### config.mk
export PLATFORM = sky130hd
export DESIGN_NAME = pipe_seq
export DESIGN_NICKNAME = d
export VERILOG_FILES = /design/src/rtl/pipe_seq.sv
export SDC_FILE = /design/constraint.sdc
export NUM_CORES = 1
export LEC_CHECK = 0
export BUFFER_PORTS_ARGS = -buffer_cell sky130_fd_sc_hd__buf_4
export CORE_MARGIN = 3
export CORE_UTILIZATION = 60
export DETAILED_ROUTE_END_ITERATION = 6
export PLACE_DENSITY = 0.84
export SETUP_SLACK_MARGIN = 0.3
export SYNTH_ARGS = -nofsm -noshare
export SYNTH_HDL_FRONTEND = slang
export SYNTH_SLANG_ARGS = --single-unit
### constraint.sdc
create_clock -name clk -period 9.8 [get_ports clk]
set_clock_uncertainty 0.2 [all_clocks]
set_input_delay 0.49 -clock clk [delete_from_list [all_inputs] [get_ports clk]]
set_output_delay 0.49 -clock clk [all_outputs]
set_load 0.02 [all_outputs]
### src/rtl/pipe_seq.sv
module pipe_seq #(
  parameter int DEPTH = 64,
  parameter int LAT   = 4
) (
  input  logic                     clk,
  input  logic                     rst,
  input  logic                     tick,
  input  logic                     acq,
  input  logic                     mode_conc,
  input  logic                     opt_dcs,
  input  logic                     dig_done,
  output logic [$clog2(DEPTH)-1:0] wr_addr,
  output logic                     wr_en,
  output logic [$clog2(DEPTH)-1:0] rd_a,
  output logic [$clog2(DEPTH)-1:0] rd_b,
  output logic                     rd_ref,
  output logic                     pair_bad,
  output logic                     rd_valid,
  output logic                     busy,
  output logic                     done,
  output logic                     overrun
);
  localparam int AW = $clog2(DEPTH);
  localparam int OW = AW + 1;
  localparam logic [OW-1:0] LAT_C  = OW'(LAT);
  localparam logic [OW-1:0] FULL_C = OW'(DEPTH);
  localparam logic [AW-1:0] LAST   = AW'(DEPTH - 1);

  typedef enum logic [1:0] {S_IDLE, S_FILL, S_READ, S_CONC} st_t;

  st_t           st;
  logic [AW-1:0] wr_ptr, rd_ptr;
  logic [OW-1:0] occ;
  logic          acq_q, dcs_q, full_seen, prev_ok, done_q, ovr_q;

  logic start, rd_take, full, wr_do, ovr_hit;

  assign start    = (st == S_IDLE) && acq && !acq_q;
  assign wr_en    = (st == S_FILL) || ((st == S_CONC) && acq);
  assign rd_valid = (st == S_READ) ||
                    ((st == S_CONC) && (acq ? (occ > LAT_C) : (occ != '0)));
  assign rd_take  = rd_valid && dig_done;
  assign full     = (occ == FULL_C);
  assign ovr_hit  = (st == S_CONC) && acq && tick && full && !rd_take;
  assign wr_do    = wr_en && tick && !ovr_hit;

  assign wr_addr  = wr_ptr;
  assign rd_b     = rd_ptr;
  assign rd_a     = dcs_q ? rd_ptr - 1'b1 : rd_ptr;
  assign rd_ref   = !dcs_q;
  assign pair_bad = rd_valid && dcs_q && (rd_ptr == '0) && !prev_ok;
  assign busy     = (st != S_IDLE);
  assign done     = done_q;
  assign overrun  = ovr_q;

  always_ff @(posedge clk) begin
    if (rst) begin
      st        <= S_IDLE;
      wr_ptr    <= '0;
      rd_ptr    <= '0;
      occ       <= '0;
      acq_q     <= 1'b0;
      dcs_q     <= 1'b0;
      full_seen <= 1'b0;
      prev_ok   <= 1'b0;
      done_q    <= 1'b0;
      ovr_q     <= 1'b0;
    end else begin
      acq_q <= acq;
      case (st)
        S_IDLE: if (start) begin
          st      <= mode_conc ? S_CONC : S_FILL;
          wr_ptr  <= '0;
          rd_ptr  <= '0;
          occ     <= '0;
          dcs_q   <= opt_dcs;
          prev_ok <= full_seen;
          done_q  <= 1'b0;
          ovr_q   <= 1'b0;
        end
        S_FILL: if (tick) begin
          wr_ptr <= wr_ptr + 1'b1;
          if (wr_ptr == LAST) begin
            full_seen <= 1'b1;
            st        <= S_READ;
          end
        end
        S_READ: if (dig_done) begin
          rd_ptr <= rd_ptr + 1'b1;
          if (rd_ptr == LAST) begin
            st     <= S_IDLE;
            done_q <= 1'b1;
          end
        end
        S_CONC: begin
          if (ovr_hit) begin
            st    <= S_IDLE;
            ovr_q <= 1'b1;
          end else begin
            if (wr_do) begin
              wr_ptr <= wr_ptr + 1'b1;
              if (wr_ptr == LAST) full_seen <= 1'b1;
            end
            if (rd_take) begin
              rd_ptr <= rd_ptr + 1'b1;
              if (rd_ptr == LAST) prev_ok <= 1'b1;
            end
            occ <= occ + OW'(wr_do) - OW'(rd_take);
            if (!acq && occ == '0) begin
              st     <= S_IDLE;
              done_q <= 1'b1;
            end
          end
        end
        default: st <= S_IDLE;
      endcase
    end
  end
endmodule

# [After elaboration in Yosys (flattened, before gate mapping)]
# Index checks and enable logic that the tools add are counted.
[word_totals] word_cells=114 ram_bits=0 memories=0 register_bits=27 inputBits=7 mem_bits_ro=0 out_inout_bits=25 latch_bits=0
[op_classes] add_sub_neg=5 reduce_logical=40 bitwise=0 n_div=0 shifts=0 n_eq_ne=18 n_lt_le_gt_ge=1 muxes=40 multipliers=0
[op_table] operator="two-way mux 6 bit" count=8
[op_table] operator="one-hot mux 6 bit (3 select lines)" count=2
[op_table] operator="two-way mux 2 bit" count=8
[op_table] operator="AND reduction 5 bit" count=3
[op_table] operator="logical AND 1 bit" count=14
[op_table] operator="two-way mux 1 bit" count=14
[op_table] operator="two-way mux 7 bit" count=2
[op_table] operator="!= test 2 bit (second input constant)" count=7
[op_table] operator="one-hot mux 7 bit (2 select lines)" count=1
[op_table] operator="adder 6 x 1 -> 6 bit (second input constant)" count=2
[op_table] operator="equality test 6 bit (second input constant)" count=2
[op_table] operator="AND reduction 6 bit" count=2
[op_table] operator="!= test 2 x 1 -> 1 bit (second input constant)" count=4
[op_table] operator="one-hot mux 2 bit (4 select lines)" count=1
[op_table] operator="adder 7 x 1 -> 7 bit" count=1
[op_table] operator="equality test 7 bit (second input constant)" count=1
[op_table] operator="greater-than comparator 7 x 3 -> 1 bit (second input constant)" count=1
[op_table] operator="logical NOT 7 bit" count=1
[op_table] operator="nonzero test 7 bit" count=1
[op_table] operator="subtractor 7 x 1 -> 7 bit" count=1
[op_table] operator="logical NOT 1 bit" count=6
[op_table] operator="logical NOT 6 bit" count=1
[op_table] operator="one-hot mux 1 bit (2 select lines)" count=3
[op_table] operator="AND reduction 3 bit" count=2
[op_table] operator="other kinds (11)" count=16

# [Logic depth before layout (Yosys ltp)]
[logic_depth] depth_word=13 ltp_mapped=14 depth_no_buf=14

# [Least setup slack after synthesis]
# No wires, ideal clock.
[synth_timing] path_kind="register -> register" startpoint="register occ[4]" endpoint="register occ[6]" path_stages_with_launch=15 arrival_time_ps=2879 t_required_ps=9471 path_slack_ps=6592 path_cell_list="dfxtp_1 -> inv_1 -> ha_1 -> and4bb_1 -> and3_1 -> or3_1 -> a21oi_1 -> mux2i_1 -> ha_1 -> fa_1 -> a21oi_1 -> o311ai_0 -> a21oi_1 -> xnor2_1 -> o32ai_1"
[synth_between] elab_chain_cells=13 word_cells_on_any_way=18 classes_between="add/sub: 2; order compare: 1; eq/ne: 2; mux: 3; reduce/logical: 10"
[synth_rtl] item="start, declared" line_no="33" text="logic [OW-1:0] occ;"
[synth_rtl] item="start signal, assigned" line_no="108" text="occ <= occ + OW'(wr_do) - OW'(rd_take);"
[synth_rtl] item="greater-than comparator 7 x 3 -> 1 bit / nonzero test 7 bit (equally long branches)" line_no="41" text="((st == S_CONC) && (acq ? (occ > LAT_C) : (occ != '0)));"
[synth_rtl] item="two-way mux 1 bit" line_no="41"
[synth_rtl] item="logical AND 1 bit" line_no="41"
[synth_rtl] item="logical OR 1 bit" line_no="40" text="assign rd_valid = (st == S_READ) ||"
[synth_rtl] item="logical AND 1 bit" line_no="42" text="assign rd_take = rd_valid && dig_done;"
[synth_rtl] item="logical NOT 1 bit" line_no="44" text="assign ovr_hit = (st == S_CONC) && acq && tick && full && !rd_take;"
[synth_rtl] item="logical AND 1 bit" line_no="44"
[synth_rtl] item="logical NOT 1 bit" line_no="45" text="assign wr_do = wr_en && tick && !ovr_hit;"
[synth_rtl] item="logical AND 1 bit" line_no="45"
[synth_rtl] item="adder 7 x 1 -> 7 bit" line_no="108"
[synth_rtl] item="subtractor 7 x 1 -> 7 bit" line_no="108"
[synth_rtl] item="two-way mux 7 bit" line_no="96" text="if (ovr_hit) begin"
[synth_rtl] item="one-hot mux 7 bit (2 select lines)" line_no="70" text="case (st)"
# Several ways; a longest one is shown, not always the timed one. The select of a mux whose other input is x is not followed.
# A chain may end at the register's enable or synchronous reset.

# [Worst setup path in the final report]
# Ends and elaborated chain as after synthesis.

==> reports/qor.csv <==
stage,metric,value,unit
clock_tree,post-CTS sizing,0,
clock_tree,CTS max path bufs,2,
timing,Slew @ Worst Pin,1070,ps
timing,Slew Limit Fails,0,
power_and_ir_drop,Switching Fraction,32.4,%
critical_path,crit path launch type,register,
global_routing,GRT Util Overall,23.1,%
power_and_ir_drop,sequential power share,53.5,%
power_and_ir_drop,Net Switching,71.4,µW
synth,Syn Area/Cell,7.87,µm²
timing,final setup fails,0,
synth,Post-synth ARST share,0,%
routing,Residual DRC,0,
timing,RSZ-0062 raised after global routing,false,
timing,Tmin final,3550,ps
clock_tree,H-tree Lvls,1,
timing,Relative slew margins,28.6,%
final_layout,FILL cells,246,
critical_path,critical path type,register to register,
clock_tree,Clock Latency Late Sink,340,ps
critical_path,WP data required,9840,ps
final_layout,Sequential Area,541,µm²
routing,DR iter-0 viols,130,
min_path,Hold Crit Class,input port to register,
floorplanning,core outline area,0.00290,mm²
power_and_ir_drop,Internal Power,149,µW
routing,via count,1836,
clock_tree,total CTS buffers,3,
critical_path,r2r worst-path depth,14,
timing,period utilization,36.2,%
power_and_ir_drop,worst vdd ir,70.6,µV
routing,"antenna viol nets, final",0,
final_layout,"commonest non-fill, non-tap cell in the layout",buf_4,
synth,synth unique cells,47,
final_layout,post-layout net count,292,
floorplanning,DIE AREA,0.00390,mm²
critical_path,Worst Path Arrival,3590,ps
global_routing,vias in the first global route,1743,
power_and_ir_drop,overall power,220,µW
power_and_ir_drop,Cell Pwr Density,101,mW/mm²
final_layout,Multi-input gate area,0.00128,mm²
final_layout,share of post-route cells with drive strength above 1,14.6,%
final_layout,area grow syn2layout,14.5,%
timing,fmax,282,MHz
floorplanning,Starting Density,66.0,%
floorplanning,Die Span Y,62.5,µm
synth,Main synth FF type,dfxtp_1,
synth,syn_nets,266,
global_routing,GR Overflow Total,0,
placed_design,gpl congestion,0.925,
routing,first drt pass iteration count,4,
global_routing,first-pass GRT wire length,7680,µm
power_and_ir_drop,clock power share,24.1,%
critical_path,"critical path fanouts, max",5,
final_layout,ANT cells,0,
power_and_ir_drop,static leakage,0.000910,µW
routing,DR vias/cell,5.92,
synth,"Seq/Total Area, Yosys",28.3,%
global_routing,initial antenna violation count,0,
synth,Cells after Synth,243,
clock_tree,"Hold-fix buffers, CTS",0,
min_path,Min-Delay Path Depth,3,
power_and_ir_drop,Gate power share,22.3,%
floorplanning,I/O Pins,32,
clock_tree,CTS sink cnt,27,
global_routing,pin count of the biggest net entering global routing,31,
synth,"EDFF count, synth",0,
status,status,"finished, final reports clean",
routing,WL/cell,14.1,µm
placed_design,port bufs,31,
routing,Post-Route WL,4360,µm
clock_tree,Worst-path clk slew,160,ps
floorplanning,Row Count,19,
final_layout,most frequent cells in the layout,"31 x buf_4, 27 x dfxtp_1, 24 x nand2_1",
floorplanning,Die W,62.5,µm
timing,Setup Total Neg Slack,0,ps
clock_tree,post-CTS setup repair buffer count,0,
final_layout,fin cells,310,
placed_design,post-detail-place hpwl,3330,µm
flow_run,max cap viols,0,
synth,synth warn,0,
critical_path,crit path capture type,register,
synth,synthesized flop and latch total,27,
placed_design,Placed Instances,306,
clock_tree,clock root cell,clkbuf_4,
timing,endpoints failing hold,0,
synth,synthesized cell area,0.00191,mm²
clock_tree,CTS tree,built,
per-stage QoR:
step / area, µm² / utilization, % / hold slack, ps / worst slack, ps
finish: 2190 / 75.5 / 180 / 6250
global placement: 2160 / 74.5 / 248 / 6410
global route: 2190 / 75.5 / 195 / 6000
CTS: 2190 / 75.5 / 181 / 6290
detailed placement: 2160 / 74.5 / 254 / 6310
floorplan: 1910 / - / 237 / 6590
cell type report:
class	instances	area share [%]
Timing Repair Buffer	31	10.6
Inverter	13	2.23
Clock buffer	3	1.03
Clock inverter	1	0.343
Tap cell	42	2.40
Sequential cell	27	24.7
Multi-Input combinational cell	193	58.7
flip-flops by register name (all words and copies together), names as in the netlist:
name / flops
wr_addr: 6
st: 2
prev_ok: 1
full_seen: 1
dcs_q: 1
overrun: 1
done: 1
occ: 7
acq_q: 1
rd_b: 6
critical path, cell delays in order (launching register included):
cell and delay [ps]:
dfxtp_1 390, inv_1 90, ha_1 220, and4bb_1 240, and3_1 200, or3_1 330
a21oi_1 230, mux2i_1 120, ha_1 230, fa_1 410, a21oi_1 210, o311ai_0 150
a21oi_1 210, xnor2_1 130, o32ai_1 90
worst paths after layout:
path | start | end | slack [ps]
setup / recovery | occ[4] | occ[6] | 6250
hold / removal | opt_dcs | dcs_q | 180
setup reg to reg | occ[4] | occ[6] | 6250
hold reg to reg | overrun | overrun | 280
power by group through the flow:
| stage | sequential (µW) | clock (µW) | combinational (µW) |
|---|---|---|---|
| finish | 118 | 53.1 | 49.2 |
| global route | 119 | 57.0 | 54.2 |
| CTS | 118 | 53.0 | 49.3 |
| detailed placement | 120 | 0 | 49.1 |
| global placement | 120 | 0 | 48.9 |
| floorplan | 119 | 0 | 33.7 |
cell usage after synthesis, types with 2 or more instances:
cell | count | area, µm²
or4_1 | 2 | 15.0
xor2_1 | 5 | 43.8
o32ai_1 | 4 | 35.0
o21ai_1 | 5 | 25.0
inv_1 | 13 | 48.8
clkbuf_1 | 8 | 30.0
ha_1 | 15 | 188
and3_1 | 3 | 18.8
a21oi_1 | 20 | 100
nand3_1 | 17 | 85.1
a211oi_1 | 4 | 30.0
mux2i_1 | 2 | 20.0
nand3b_1 | 3 | 22.5
nand2b_1 | 6 | 37.5
a21o_1 | 3 | 22.5
or2_2 | 2 | 12.5
and4bb_1 | 2 | 25.0
nand2_1 | 24 | 90.1
a22o_1 | 2 | 17.5
a211o_1 | 3 | 26.3
and2_1 | 5 | 31.3
nor2_1 | 11 | 41.3
o21ai_0 | 4 | 20.0
nor2b_1 | 7 | 43.8
a31oi_1 | 4 | 25.0
o31ai_1 | 2 | 15.0
xnor2_1 | 5 | 43.8
dfxtp_1 | 27 | 541
or3_1 | 4 | 25.0
nor3_1 | 14 | 70.1
per-layer routing:
layer,track usage [%],share of wire [%]
met4,8.26,1.8
met2,40.6,49
met3,3.42,5.1
met1,28.5,44
met5,0,0
logic make-up after synthesis:
| kind of cell | Yosys count | synth area share, % |
|---|---|---|
| compound gates | 61 | 21.6 |
| fa+ha+maj | 16 | 10.9 |
| flops | 27 | 28.3 |
| xor+xnor | 10 | 4.58 |
| mux | 3 | 1.64 |
| simple gates | 103 | 28.4 |
| buf+inv | 23 | 4.58 |
(Power assumes the default switching activity.)
